--- src/rtl/dac_bank_pkg.sv ---
package dac_bank_pkg;

    localparam int WORD_W   = 16;
    localparam int MODE_MSB = 15;
    localparam int MODE_LSB = 14;

    typedef enum logic [1:0] {
        PDM_ACTIVE    = 2'b00,
        PDM_PULL_1K   = 2'b01,
        PDM_PULL_100K = 2'b10,
        PDM_FLOAT     = 2'b11
    } pd_mode_e;

    function automatic pd_mode_e word_mode(input logic [WORD_W-1:0] w);
        return pd_mode_e'(w[MODE_MSB:MODE_LSB]);
    endfunction

endpackage

--- src/rtl/dac_sel_decode.sv ---
module dac_sel_decode #(
    parameter int NUM_CH = 4,
    parameter int SEL_W  = 3
) (
    input  logic             valid,
    input  logic [SEL_W-1:0] sel,
    output logic [NUM_CH-1:0] wen,
    output logic             sel_ok
);
    localparam logic [SEL_W-1:0] BCAST = '1;

    logic bcast;
    assign bcast = (sel == BCAST);

    for (genvar i = 0; i < NUM_CH; i++) begin : g_dec
        assign wen[i] = valid && ((sel == SEL_W'(i)) || bcast);
    end

    assign sel_ok = bcast || (32'(sel) < NUM_CH);
endmodule

--- src/rtl/dac_chan_slice.sv ---
module dac_chan_slice
    import dac_bank_pkg::*;
#(
    parameter int CODE_W = 14
) (
    input  logic              clk,
    input  logic              rst,
    input  logic              wen,
    input  logic [CODE_W-1:0] new_code,
    input  pd_mode_e          new_mode,
    input  logic              commit,
    output logic [CODE_W-1:0] out_code,
    output pd_mode_e          out_mode,
    output logic              strobe
);
    typedef struct packed {
        logic [CODE_W-1:0] code;
        pd_mode_e          mode;
    } stage_t;

    stage_t stg_q, stg_n, out_q;
    logic   pend_q, pend_n;

    always_comb begin
        stg_n = stg_q;
        if (wen) begin
            stg_n.mode = new_mode;
            if (new_mode == PDM_ACTIVE) stg_n.code = new_code;
        end
        pend_n = pend_q | wen;
    end

    always_ff @(posedge clk) begin
        if (rst) begin
            stg_q  <= '{code: '0, mode: PDM_ACTIVE};
            out_q  <= '{code: '0, mode: PDM_ACTIVE};
            pend_q <= 1'b0;
            strobe <= 1'b0;
        end else begin
            stg_q <= stg_n;
            if (commit && pend_n) begin
                out_q  <= stg_n;
                pend_q <= 1'b0;
                strobe <= 1'b1;
            end else begin
                pend_q <= pend_n;
                strobe <= 1'b0;
            end
        end
    end

    assign out_code = out_q.code;
    assign out_mode = out_q.mode;
endmodule

--- src/rtl/dac_dbuf_bank.sv ---
module dac_dbuf_bank
    import dac_bank_pkg::*;
#(
    parameter int NUM_CH = 4,
    parameter int CODE_W = 14,
    parameter int SEL_W  = 3
) (
    input  logic                     clk,
    input  logic                     rst,
    input  logic                     wr_valid,
    input  logic [WORD_W-1:0]        wr_word,
    input  logic [SEL_W-1:0]         wr_sel,
    input  logic                     wr_hold,
    output logic [NUM_CH*CODE_W-1:0] dac_code,
    output logic [NUM_CH*2-1:0]      pd_mode,
    output logic [NUM_CH-1:0]        upd_strobe
);
    localparam int PAD_W = MODE_LSB - CODE_W;

    logic [NUM_CH-1:0] wen;
    logic              sel_ok;
    logic              commit;
    pd_mode_e          new_mode;
    logic [CODE_W-1:0] new_code;
    logic [PAD_W-1:0]  pad_bits;

    assign new_mode = word_mode(wr_word);
    assign {pad_bits, new_code} = wr_word[MODE_LSB-1:0];

    dac_sel_decode #(.NUM_CH(NUM_CH), .SEL_W(SEL_W)) u_dec (
        .valid  (wr_valid),
        .sel    (wr_sel),
        .wen    (wen),
        .sel_ok (sel_ok)
    );

    assign commit = wr_valid && sel_ok && !wr_hold;

    for (genvar i = 0; i < NUM_CH; i++) begin : g_ch
        pd_mode_e m;
        dac_chan_slice #(.CODE_W(CODE_W)) u_slice (
            .clk      (clk),
            .rst      (rst),
            .wen      (wen[i]),
            .new_code (new_code),
            .new_mode (new_mode),
            .commit   (commit),
            .out_code (dac_code[CODE_W*i +: CODE_W]),
            .out_mode (m),
            .strobe   (upd_strobe[i])
        );
        assign pd_mode[2*i +: 2] = m;
    end

    logic unused_ok;
    assign unused_ok = ^pad_bits;
endmodule

--- config.mk ---
export PLATFORM = sky130hd
export DESIGN_NAME = dac_dbuf_bank
export DESIGN_NICKNAME = d
export VERILOG_FILES = /design/src/rtl/dac_bank_pkg.sv /design/src/rtl/dac_sel_decode.sv /design/src/rtl/dac_chan_slice.sv /design/src/rtl/dac_dbuf_bank.sv
export SDC_FILE = /design/constraint.sdc
export NUM_CORES = 1
export LEC_CHECK = 0
export BUFFER_PORTS_ARGS = -buffer_cell sky130_fd_sc_hd__buf_2
export CAP_MARGIN = 20
export CORE_MARGIN = 3
export CORE_UTILIZATION = 49
export DETAILED_ROUTE_END_ITERATION = 16
export PLACE_DENSITY = 0.74
export SLEW_MARGIN = 10
export SYNTH_ARGS = -nofsm -noshare
export SYNTH_HDL_FRONTEND = slang
export SYNTH_SLANG_ARGS = --single-unit
--- constraint.sdc ---
create_clock -name clk -period 1.55 [get_ports clk]
set_input_delay 0.2325 -clock clk [delete_from_list [all_inputs] [get_ports clk]]
set_output_delay 0.2325 -clock clk [all_outputs]
set_load 0.005 [all_outputs]
==> qor.csv <==
metric;value;unit
cp.required;1950;ps
worstSetupEndpointType;flip-flop;
grt_pass1_vias;3741;
drc;0;
pin_count;91;
die_w;106.0;um
yosysMostFrequentCell;dfxtp_1;
rows;35;
netlist_area;0.004905;mm2
ys_warn_count;0;
cts_tree;yes;
power.leakage;2.637;nW
powerDensity;1250;mW/mm2
drt-initial-drc-count;150;
worstMarginPinSlew;525.5;ps
netlist_instances;437;
async_reset_ff_frac;0;
core_area;0.009503;mm2
portBuffers;90;
avgRoutedWirePerCell;17.07;um
initial_core_util;0.5161;
finalSetupViolCount;0;
critPathBufInv;1;
slowest_stage;dfxtp_1;
hp-class;primary input to flip-flop;
max_stage_delay;360;ps
dp_hpwl;7903;um
ys_seq_area_frac;0.5551;
multi_input_area;0.001933;mm2
synth-seq-cells;136;
cp.arrival;1740;ps
cts_sinks;136;
postCtsSetupBuffers;0;
min_period_over_period;0.8687;
synth_enable_flop_cells;0;
numCtsBuffers;17;
synth_top_area_share;0.5551;
skew;8.744;ps
wirelength;11710;um
synth.distinct_cells;35;
h-tree-depth;4;
synth_top_area_cell;dfxtp_1;
cts_hold_buf;0;
synth_top_cells_by_count;136 x dfxtp_1, 60 x nor2_1, 56 x mux2i_1, 56 x o2bb2ai_1, 13 x inv_1;
path_clk_slew;60;ps
hold_viol;0;
antenna_found_initial;1;
cp_max_fo;17;
firstDrtPassIters;4;
fin_nets;567;
synth_ff_type;dfxtp_1;
gp_routability_congestion;0.8057;
fp.dieArea;0.01125;mm2
finalMaxSlewViolations;0;
die_h;106.0;um
clkLatencyLatePin;510;ps
fill_cells;760;
synth_area_leaders;dfxtp_1 56%, mux2i_1 11%, o2bb2ai_1 10%, nor2_1 4.6%, a221oi_2 2.4%;
grt_pass1_wl;19510;um
clock-root-buffer;clkbuf_8;
final_cell_area;0.006146;mm2
area_growth;25.31;%
grt_overflow;0;
grt_max_degree;50;
synthesis.nets;460;
cp_top_family;compound AO/OA/AOI/OAI gates;
synth_area_per_cell;11.22;um2
vias;3697;
worstPathCellList;o21ba_2 > o21ai_0 > a31oi_1 > buf_4 > a22o_1;
seq_area;0.002723;mm2
period_needed;1346;ps
via_per_inst;5.389;
whs;89.08;ps
path_class;flip-flop to flip-flop;
placed_area;0.005593;mm2
cts_resized;0;
rsz0062_at_grt;false;
layout-drive-gt1-share;0.3129;
outcome;completed;
ir_drop;0.0008314;V
maxSlewHeadroom;0.6497;
cap_violations;0;
cts_buffer_depth;2;
timing.fmax;0.7427;GHz
grt_use_total;0.2193;
drtAntennaViolNets;0;
start_kind;flip-flop;
## cell usage in the layout, fill, tap and decap left out, types with 3 or more instances in the layout
master      count
a21oi_1         3
a221oi_2        8
a22o_1          8
buf_2          90
buf_4          31
clkbuf_16      16
clkinvlp_4      4
dfxtp_1       136
inv_1          13
inv_6           4
mux2i_1        56
nand2_1         8
nor2_1         60
nor2b_1         9
nor3_1         10
o2bb2ai_1      56
o32ai_1         6
## logic make-up after synthesis
group | share of synthesized area
mux | 0.1143
buf+inv | 0.05128
flops | 0.5551
compound gates | 0.1821
xor+xnor | 0.003572
simple gates | 0.09362
## sequential cells by signal, summed over array words and instances (netlist names)
signal                 cells
g_ch.u_slice.out_code     56
g_ch.u_slice.out_mode      8
g_ch.u_slice.pend_q        4
g_ch.u_slice.stg_q        64
g_ch.u_slice.strobe        4
## stage by stage
stage,power (mW),cells,setup WS (ps),setup TNS (ps),util
final,7.683,686,203.5,0,0.6467
after global routing,7.932,686,125.4,0,0.6467
after CTS,7.738,685,209.9,0,0.6465
after detailed placement,4.046,654,-172.9,-3923,0.5885
after global placement,4.036,654,-121.6,-2680,0.5885
after floorplan,3.894,437,-47.76,-137.3,-
## routing by layer
layer	track usage	wire length, um	vias up
li1	-	-	1783
met1	0.2801	5273	1793
met2	0.3584	5669	101
met3	0.05768	515	20
met4	0.07956	255	0
met5	0	0	-
## final timing paths
kind                            slack, ps                         start  depth (start not counted)                            to
worst max-delay path                  200        g_ch[0].u_slice.pend_q                          5  g_ch[0].u_slice.out_code[11]
worst min-delay path                   90                    wr_word[0]                          3      g_ch[0].u_slice.stg_q[2]
worst max register to register        200        g_ch[0].u_slice.pend_q                          5  g_ch[0].u_slice.out_code[11]
worst min register to register        460  g_ch[3].u_slice.out_code[13]                          1  g_ch[3].u_slice.out_code[13]
## tightest hold or removal path, stage by stage
cell	delay (ps)
buf_2	150
mux2i_1	100
nor2_1	80
## power breakdown
part / total (mW) / internal [mW] / switching, mW
sequential: 3.55 / 3.54 / 0.0142
clock: 3.71 / 2.18 / 1.53
combinational: 0.426 / 0.155 / 0.271
## layout make-up
| type | count | area share |
|---|---|---|
| diodes | 1 | 0.0004072 |
| clock buffers | 18 | 0.06963 |
| clock inverters | 13 | 0.01995 |
| inverters | 14 | 0.008550 |
| multi-input cells | 252 | 0.3145 |
| flip-flops and latches | 136 | 0.4430 |
| well taps | 129 | 0.02626 |
| repair buffers | 123 | 0.1177 |
No activity file was read; power rests on OpenSTA's default activity.
